$ cat src/rtl/crcw_pkg.sv
package crcw_pkg;

  // Per-port strobes sent from the control to the datapath
  typedef struct packed {
    logic take;        // request accepted this cycle
    logic store;       // accepted request is a write
    logic accumulate;  // write adds to the old word instead of replacing it
  } portStrobe_t;

endpackage

$ cat src/rtl/crcw_ctrl.sv
module crcw_ctrl
  import crcw_pkg::*;
#(
  parameter int NPORTS = 4,
  parameter int ADDR_W = 4
) (
  input  logic                     clk,
  input  logic                     rstN,
  input  logic                     exclMode,
  input  logic [NPORTS-1:0]        reqValid,
  input  logic [NPORTS-1:0]        reqWrite,
  input  logic [NPORTS*ADDR_W-1:0] reqAddr,
  output logic [NPORTS-1:0]        reqReady,
  output portStrobe_t [NPORTS-1:0] strobes
);

  logic dupGrant;

  // Fixed priority: a port is held off only by a lower-indexed valid
  // request to the same address, and only in exclusive mode.
  always_comb begin
    for (int i = 0; i < NPORTS; i++) begin
      logic blocked;
      blocked = 1'b0;
      for (int j = 0; j < NPORTS; j++) begin
        if (j < i && exclMode && reqValid[j] &&
            reqAddr[j*ADDR_W +: ADDR_W] == reqAddr[i*ADDR_W +: ADDR_W])
          blocked = 1'b1;
      end
      reqReady[i]           = !blocked;
      strobes[i].take       = reqValid[i] && !blocked;
      strobes[i].store      = reqValid[i] && !blocked && reqWrite[i];
      strobes[i].accumulate = !exclMode;
    end
  end

  // Two accepted requests sharing an address in the same cycle
  always_comb begin
    dupGrant = 1'b0;
    for (int i = 0; i < NPORTS; i++)
      for (int j = 0; j < NPORTS; j++)
        if (i < j && reqValid[i] && reqReady[i] && reqValid[j] && reqReady[j] &&
            reqAddr[i*ADDR_W +: ADDR_W] == reqAddr[j*ADDR_W +: ADDR_W])
          dupGrant = 1'b1;
  end

  a_r7_one_per_location: assert property (@(posedge clk) disable iff (!rstN)
    exclMode |-> !dupGrant);

  a_r7_port0_never_waits: assert property (@(posedge clk) disable iff (!rstN)
    reqValid[0] |-> reqReady[0]);

  a_r2_all_ready: assert property (@(posedge clk) disable iff (!rstN)
    !exclMode |-> (reqReady == {NPORTS{1'b1}}));

endmodule

$ cat src/rtl/crcw_datapath.sv
module crcw_datapath
  import crcw_pkg::*;
#(
  parameter int NPORTS = 4,
  parameter int ADDR_W = 4,
  parameter int WIDTH  = 16,
  localparam int DEPTH = 1 << ADDR_W
) (
  input  logic                     clk,
  input  logic                     rstN,
  input  portStrobe_t [NPORTS-1:0] strobes,
  input  logic [NPORTS*ADDR_W-1:0] reqAddr,
  input  logic [NPORTS*WIDTH-1:0]  reqWdata,
  output logic [NPORTS-1:0]        rspValid,
  output logic [NPORTS*WIDTH-1:0]  rspRdata
);

  logic [WIDTH-1:0] mem   [DEPTH];
  logic [WIDTH-1:0] delta [DEPTH];
  logic [DEPTH-1:0] hit;
  logic [DEPTH-1:0] accum;

  // Per-location sum of every accepted write aimed at it this cycle
  always_comb begin
    for (int a = 0; a < DEPTH; a++) begin
      delta[a] = '0;
      hit[a]   = 1'b0;
      accum[a] = 1'b0;
      for (int i = 0; i < NPORTS; i++) begin
        if (strobes[i].store && reqAddr[i*ADDR_W +: ADDR_W] == ADDR_W'(a)) begin
          delta[a] = delta[a] + reqWdata[i*WIDTH +: WIDTH];
          hit[a]   = 1'b1;
          accum[a] = accum[a] | strobes[i].accumulate;
        end
      end
    end
  end

  always_ff @(posedge clk) begin
    if (!rstN) begin
      for (int a = 0; a < DEPTH; a++) mem[a] <= '0;
    end else begin
      for (int a = 0; a < DEPTH; a++)
        if (hit[a]) mem[a] <= accum[a] ? mem[a] + delta[a] : delta[a];
    end
  end

  // Reads see the word as it stood before this cycle's writes
  always_ff @(posedge clk) begin
    if (!rstN) begin
      rspValid <= '0;
      rspRdata <= '0;
    end else begin
      for (int i = 0; i < NPORTS; i++) begin
        rspValid[i] <= strobes[i].take && !strobes[i].store;
        if (strobes[i].take && !strobes[i].store)
          rspRdata[i*WIDTH +: WIDTH] <= mem[reqAddr[i*ADDR_W +: ADDR_W]];
      end
    end
  end

  for (genvar g = 0; g < DEPTH; g++) begin : gHold
    a_r10_untouched_holds: assert property (@(posedge clk) disable iff (!rstN)
      !hit[g] |=> $stable(mem[g]));
  end

endmodule

$ cat src/rtl/crcw_sum_mem.sv
module crcw_sum_mem
  import crcw_pkg::*;
#(
  parameter int NPORTS = 4,
  parameter int ADDR_W = 4,
  parameter int WIDTH  = 16
) (
  input  logic                     clk,
  input  logic                     rstN,
  input  logic                     exclMode,
  input  logic [NPORTS-1:0]        reqValid,
  input  logic [NPORTS-1:0]        reqWrite,
  input  logic [NPORTS*ADDR_W-1:0] reqAddr,
  input  logic [NPORTS*WIDTH-1:0]  reqWdata,
  output logic [NPORTS-1:0]        reqReady,
  output logic [NPORTS-1:0]        rspValid,
  output logic [NPORTS*WIDTH-1:0]  rspRdata
);

  portStrobe_t [NPORTS-1:0] strobes;

  crcw_ctrl #(.NPORTS(NPORTS), .ADDR_W(ADDR_W)) uCtrl (
    .clk      (clk),
    .rstN     (rstN),
    .exclMode (exclMode),
    .reqValid (reqValid),
    .reqWrite (reqWrite),
    .reqAddr  (reqAddr),
    .reqReady (reqReady),
    .strobes  (strobes)
  );

  crcw_datapath #(.NPORTS(NPORTS), .ADDR_W(ADDR_W), .WIDTH(WIDTH)) uData (
    .clk      (clk),
    .rstN     (rstN),
    .strobes  (strobes),
    .reqAddr  (reqAddr),
    .reqWdata (reqWdata),
    .rspValid (rspValid),
    .rspRdata (rspRdata)
  );

  for (genvar p = 0; p < NPORTS; p++) begin : gRsp
    a_r9_read_answers: assert property (@(posedge clk) disable iff (!rstN)
      (reqValid[p] && reqReady[p] && !reqWrite[p]) |=> rspValid[p]);
    a_r9_write_silent: assert property (@(posedge clk) disable iff (!rstN)
      (reqValid[p] && reqReady[p] && reqWrite[p]) |=> !rspValid[p]);
  end

endmodule

$ cat config.mk
export PLATFORM = sky130hd
export DESIGN_NAME = crcw_sum_mem
export DESIGN_NICKNAME = d
export VERILOG_FILES = /design/src/rtl/crcw_pkg.sv /design/src/rtl/crcw_ctrl.sv /design/src/rtl/crcw_datapath.sv /design/src/rtl/crcw_sum_mem.sv
export SDC_FILE = /design/constraint.sdc
export NUM_CORES = 2
export LEC_CHECK = 0
export ABC_CLOCK_PERIOD_IN_PS = 10650
export CORE_MARGIN = 4
export CORE_UTILIZATION = 45
export CTS_CLUSTER_DIAMETER = 80
export CTS_CLUSTER_SIZE = 40
export DETAILED_ROUTE_END_ITERATION = 16
export GPL_TIMING_DRIVEN = 0
export HOLD_SLACK_MARGIN = 0.1
export SLEW_MARGIN = 10
export SYNTH_ARGS = -nofsm -noshare
export SYNTH_HDL_FRONTEND = slang
export SYNTH_HIERARCHICAL = 1
export SYNTH_SLANG_ARGS = --single-unit
export TNS_END_PERCENT = 1
$ cat constraint.sdc
create_clock -name clk -period 10.65 [get_ports clk]
set_input_delay 2.13 -clock clk [delete_from_list [all_inputs] [get_ports clk]]
set_output_delay 2.13 -clock clk [all_outputs]
set_load 0.005 [all_outputs]
After elaboration in Yosys (flattened, before gate mapping)
Memory sizes are Yosys's and may differ from the RTL's. A register that Yosys moved wholly into a read port is not among the register bits.
Cells that the tools add are included.
{ "totals": {"register_bits": 4, "latchBits": 0, "mem_bits_rw": 256, "mem_bits_ro": 0, "out_inout_bits": 72, "elab_cells": 575, "mem_count": 1} }
{ "op_classes": {"add_sub_neg": 64, "n_mul": 0, "n_div": 0, "order_cmp": 0, "eq_ne": 66, "shifts": 0, "muxes": 279, "n_bitwise": 64, "n_reduce_logical": 100} }
{ "memory_table": {"columns": ["memory", "words", "word_bits", "read_ports", "rd_clocked_by_memory_dff", "write_ports", "line", "source"], "rows": [
  ["uData.mem", 16, 16, 20, 4, 16, "crcw_datapath.sv:18", "logic [WIDTH-1:0] mem [DEPTH];"]
]} }
{ "ops": {"columns": ["op", "count"], "rows": [
  ["16-bit 2-to-1 mux", 96],
  ["16-bit adder", 64],
  ["1-bit 2-to-1 mux", 183],
  ["4-bit equality test (second input constant)", 32],
  ["1-bit logical AND", 84],
  ["4-bit by 3-bit equality test with 1-bit output (second input constant)", 16],
  ["1-bit OR", 64],
  ["4-bit by 2-bit equality test with 1-bit output (second input constant)", 8],
  ["4-bit equality test", 6],
  ["4-bit by 1-bit equality test with 1-bit output (second input constant)", 4],
  ["4-bit logical NOT", 4],
  ["1-bit logical NOT", 12]
]} }

Longest topological paths before layout
{ "depth": {"ltp_word": 15, "mapped_depth": 48, "ltp_nobuf": 45} }

Hierarchy
The synthesis kept the hierarchy.
{ "by_module_without_submodules": {"columns": ["mod", "instances", "cells_each", "area_per_inst_um2", "seq_area_each_um2"], "rows": [
  ["crcw_datapath", 1, 9435, 74620.3, 9048.7],
  ["crcw_ctrl", 1, 54, 410.4, 0.0]
]} }

Worst setup path before layout
No wires, ideal clock.
{ "synth_timing": {"kind": "input -> register", "from": "in reqAddr[1]", "to": "mem uData.mem[5][15] (data pin)", "t_arrival_ps": 9750, "path_slack_ps": 634, "path_stages": 42, "n_path_buf": 4, "path_cell_list": "buf_2 -> and2b_1 -> buf_4 -> clkbuf_1 -> clkbuf_1 -> and3_1 -> ha_1 -> nor2b_1 -> or2_2 -> o221a_2 -> o22a_1 -> maj3_1 -> a21oi_1 -> nor2_1 -> a31oi_1 -> xnor2_1 -> nand2_1 -> o21ai_0 -> [6 not listed] -> nor2_1 -> o21ai_0 -> o21ai_0 -> inv_1 -> ha_1 -> or4_1 -> a311o_1 -> o311ai_0 -> a41oi_1 -> ha_1 -> a21oi_1 -> o21ai_0 -> xnor2_1 -> nor2_1 -> xnor3_1 -> xnor2_1 -> xnor2_1 -> nor2_1"} }
{ "synth_lines": {"columns": ["item", "line", "source"], "rows": [
  ["from (decl)", "crcw_sum_mem.sv:13", "input logic [NPORTS*ADDR_W-1:0] reqAddr,"],
  ["to (decl)", "crcw_datapath.sv:18", null]
]} }

==> results <==
- The flow ran to the end, and the final reports show no timing, DRC or antenna violations.
- The clock tree root driver cell is sky130_fd_sc_hd__clkbuf_16.
- Derived from the worst setup path, the maximum achievable clock frequency is 94.2 MHz.
- Entering global routing, the biggest net connects 41 pins.
- The post-synthesis average cell area is 7.91 um2.
- Setup violations remaining at the end of the flow were counted as 0.
- The core region area is 0.165 mm2.
- The number of vias after detailed routing is 81,555.
- Wires add up to 413,000 um.
- Summed over all nets, the switching power comes to 2.20 mW.
- On the final layout, the worst hold slack is 0.467 ns.
- The headroom to the max-slew limit is 0.0149.
- Across the run, the number of max-cap violations was 0.
- The area occupied by registers is 0.00905 mm2.
- Clock-pin slew was measured on the worst setup and hold paths at 0.13 ns.
- The fraction of layout instances using a drive strength above 1 is 0.126.
- The remaining global-route overflow is 0.
- The CTS H-tree depth is 1.
- The clock net sink count is 324.
- In this run the count of I/O pins placed on the die edge is 163.
- Cell internal power was estimated by the tool at 2.71 mW.
- The post-DP HPWL is 337,000 um.
- In this design, the stage delay of the slowest critical-path cell is 0.97 ns.
- IR analysis of the VDD net gives a maximum drop of 124 uV.
- At the end of the flow the core is filled with cells to 0.506.
- Dividing the final minimum period by the clock period gives 0.997.
- Routability-driven placement finished with a final weighted congestion of 1.10.
- STA classifies the critical path startpoint as an input port.
- The first TritonRoute pass finished after 7 iterations.
- The count of final hold-check violations was 0.
- The slowest stage cell on the critical path is sky130_fd_sc_hd__clkbuf_1.
- The final-stage net count is 10,920.
- The initial antenna violation count is 33.
- The number of different library cells in the post-synthesis netlist is 111.
- The cell count after synthesis came out at 9,489.
- The via count of the first global-routing pass was 75,046.
- The share of total power in combinational logic is 0.453.
- The largest fanout on the critical path is 10.
- The dominant delay contributor by cell family on the critical path is buffers and inverters.
- The first global-routing pass estimated 559,000 um of wire.
- Together, buffers and inverters on the worst path number 5.
- Dividing the detail-routed wire length by the instance count gives 34.4 um.
- For this run, asynchronously set or reset flops after synthesis account for 0.
- Of the total power, the clock network draws 0.225.
- The required time of the worst setup path is 11.01 ns.
- The hold-fix buffer count after cts is 0.
- Of the total power, the share spent switching nets is 0.447.
- The die covers 0.173 mm2.
- The footprint of the multi-input gates is 0.0646 mm2.
- The clock tree from TritonCTS is yes.
- For the final database, setup skew stands at 0.0578 ns.
- The flip-flop cell with the highest count after synthesis is sky130_fd_sc_hd__edfxtp_1.
- The number of pins with negative max-slew slack in the final report is 0.
- The die is 416 um tall.
- The layout-stage area growth over the synthesis result is 11.4%.
- The share of total power dissipated in sequential elements is 0.322.
- The power density of the placed cells is 58.7 mW/mm2.
- Buffers inserted during clock tree synthesis total 22.
- The class of the most critical hold timing path is flop to flop.
- The floorplan has 149 rows.
- The count of unresolved DRC violations after routing is 0.
- The startpoint-to-endpoint class of the critical path is input port to flop.
- Measured along the x axis, the die boundary spans 416 um.
- STA puts the critical path data arrival time at 10.98 ns.
- The worst setup path is captured at a flop.
- The maximum root-to-sink buffer count is 3.
- For this configuration, the core starts out at a cell density of 0.454.
- Port buffering added 153 buffers.
- For the worst-skew pair, the clock arrives at the later sink with an insertion delay of 0.66 ns.
- The number of enable flip-flop cells after synthesis is 256.
- For the finished layout, the period the worst path requires is 10.62 ns.
- For this run, the number of Yosys warnings is 6.
- The most used cell along the critical path is sky130_fd_sc_hd__a21oi_2.
- The combined global-route utilization of all metal layers is 0.454.
- The post-synthesis register bit count is 324.
- The count of nets left with antenna violations once routing finished came out at 0.
- Of the synthesized area, sequential elements account for 0.121.
- When the netlist entered floorplanning its net count stood at 10,620.
- For this design the static power due to leakage is 36.5 nW.
- After synthesis the cells add up to 0.0750 mm2.
- Setup repair after global routing could not meet its margin everywhere.
- The detailed router's first-iteration violation count is 10,389.
- The number of fill cells is 16,264.
- The average via count per standard cell is 6.79.
- At the pin with the least slew margin, the transition time is 1.48 ns.
[cell families after synthesis]
kind of cell / count (synthesis) / share of synthesized area
simple gates: 3193 / 0.194
compound gates: 2664 / 0.227
fa+ha+maj: 1055 / 0.182
xor+xnor: 879 / 0.104
buf+inv: 824 / 0.0425
mux: 549 / 0.130
flops: 324 / 0.121
other cells: 1 / 0.0000500
[worst reg2reg max path: cells and delay by family (launching register included)]
family / cells / cell delay (ns)
simple gates: 1 / 0.08
flops: 1 / 0.58
compound gates: 10 / 2.30
fa+ha+maj: 2 / 0.75
xor+xnor: 1 / 0.17
[registers in the layout, indices dropped and copies added (netlist names)]
signal	cells
uData/mem	256
uData/rspRdata	64
uData/rspValid	4
[layer usage]
metal | routed length, um | global-route usage | vias up
met3 | 47700 | 0.122 | 1266
met1 | 149000 | 0.540 | 39487
met4 | 45300 | 0.397 | 16
met5 | 103 | 0 | -
li1 | - | - | 35584
met2 | 171000 | 0.676 | 5202
[area by class of cell]
| class | count | share of cell area |
|---|---|---|
| Antenna cell | 14 | 0.000419 |
| Buffer | 433 | 0.0243 |
| Clock buffer | 24 | 0.00693 |
| Clock inverter | 16 | 0.00394 |
| Inverter | 386 | 0.0174 |
| Multi-Input combinational cell | 8341 | 0.773 |
| Sequential cell | 324 | 0.108 |
| Tap cell | 2189 | 0.0328 |
| Timing Repair Buffer | 281 | 0.0334 |
[synth_stat cells, types with 199 or more instances]
cell,instances,area [um2]
sky130_fd_sc_hd__nand2_1,1114,4180
sky130_fd_sc_hd__nor3_1,199,996
sky130_fd_sc_hd__ha_1,976,12200
sky130_fd_sc_hd__a21oi_1,821,4110
sky130_fd_sc_hd__edfxtp_1,256,7690
sky130_fd_sc_hd__mux4_2,321,7230
sky130_fd_sc_hd__xor2_1,301,2640
sky130_fd_sc_hd__inv_1,383,1440
sky130_fd_sc_hd__a21o_1,286,2150
sky130_fd_sc_hd__clkbuf_1,330,1240
sky130_fd_sc_hd__xnor2_1,570,4990
sky130_fd_sc_hd__o21ai_0,537,2690
sky130_fd_sc_hd__nor2_1,968,3630
sky130_fd_sc_hd__and3_1,204,1280
[what timing repair did]
action                     in CTS  in global routing
cloned                          0                  1
pin swaps                      27                 73
resized for setup             303                308
hold endpoints to repair        0                  0
setup endpoints to repair     140                 50
buffers inserted               30                 45
[per-stage QoR]
stage          instance area [um2]  TNS [ns]  cells  power [mW]  setup slack (ns)
6_report                     83600         0  12008        4.91            0.0325
5_1_grt                      83600    -0.878  11998        5.04            -0.135
4_1_cts                      82100    -0.123  11948        4.78           -0.0598
3_5_place_dp                 80100   -243.22  11882        3.65             -3.17
3_3_place_gp                 79300   -250.98  11831        3.59             -3.22
2_1_floorplan                75000         0   9489        2.75             0.634
[cells in the final DEF, fill, tap and decap left out, types with 69 or more instances in the layout]
| cell | count |
|---|---|
| sky130_fd_sc_hd__nand3_1 | 156 |
| sky130_fd_sc_hd__nor2_1 | 935 |
| sky130_fd_sc_hd__buf_4 | 101 |
| sky130_fd_sc_hd__or3_1 | 71 |
| sky130_fd_sc_hd__inv_1 | 380 |
| sky130_fd_sc_hd__clkbuf_1 | 266 |
| sky130_fd_sc_hd__nand2_1 | 1109 |
| sky130_fd_sc_hd__o211ai_1 | 72 |
| sky130_fd_sc_hd__nor2b_1 | 96 |
| sky130_fd_sc_hd__o21ai_1 | 75 |
| sky130_fd_sc_hd__clkdlybuf4s50_1 | 101 |
| sky130_fd_sc_hd__a211oi_1 | 85 |
| sky130_fd_sc_hd__mux4_2 | 321 |
| sky130_fd_sc_hd__edfxtp_1 | 256 |
| sky130_fd_sc_hd__nor3_1 | 183 |
| sky130_fd_sc_hd__and3_1 | 201 |
| sky130_fd_sc_hd__nand2b_1 | 80 |
| sky130_fd_sc_hd__xor2_1 | 297 |
| sky130_fd_sc_hd__xnor2_1 | 545 |
| sky130_fd_sc_hd__mux2_2 | 163 |
| sky130_fd_sc_hd__a21oi_1 | 774 |
| sky130_fd_sc_hd__ha_1 | 962 |
| sky130_fd_sc_hd__a21o_1 | 285 |
| sky130_fd_sc_hd__o21ai_0 | 458 |
| sky130_fd_sc_hd__o21a_1 | 118 |
| sky130_fd_sc_hd__o21bai_1 | 69 |
| sky130_fd_sc_hd__a31oi_1 | 71 |
[power by group through the flow]
stage / logic [mW] / clock network [mW] / registers, mW
after CTS: 2.09 / 1.12 / 1.57
final: 2.22 / 1.11 / 1.58
after floorplan: 1.23 / 0 / 1.51
after global placement: 2.00 / 0 / 1.59
after global routing: 2.30 / 1.16 / 1.58
after detailed placement: 2.06 / 0 / 1.60
[final timing paths]
kind                                   startpoint                               to  slack (ns)  depth (start not counted)
setup / recovery                     reqWdata[20]  uData/mem[11][15]$_SDFFCE_PN0P_        0.03                         37
hold / removal    uData/rspRdata[27]$_SDFFE_PN0P_  uData/rspRdata[27]$_SDFFE_PN0P_        0.47                          2
setup reg to reg   uData/mem[10][0]$_SDFFCE_PN0P_  uData/mem[10][14]$_SDFFCE_PN0P_        6.53                         14
hold reg to reg   uData/rspRdata[27]$_SDFFE_PN0P_  uData/rspRdata[27]$_SDFFE_PN0P_        0.47                          2
Power figures use the tool's default switching activity.
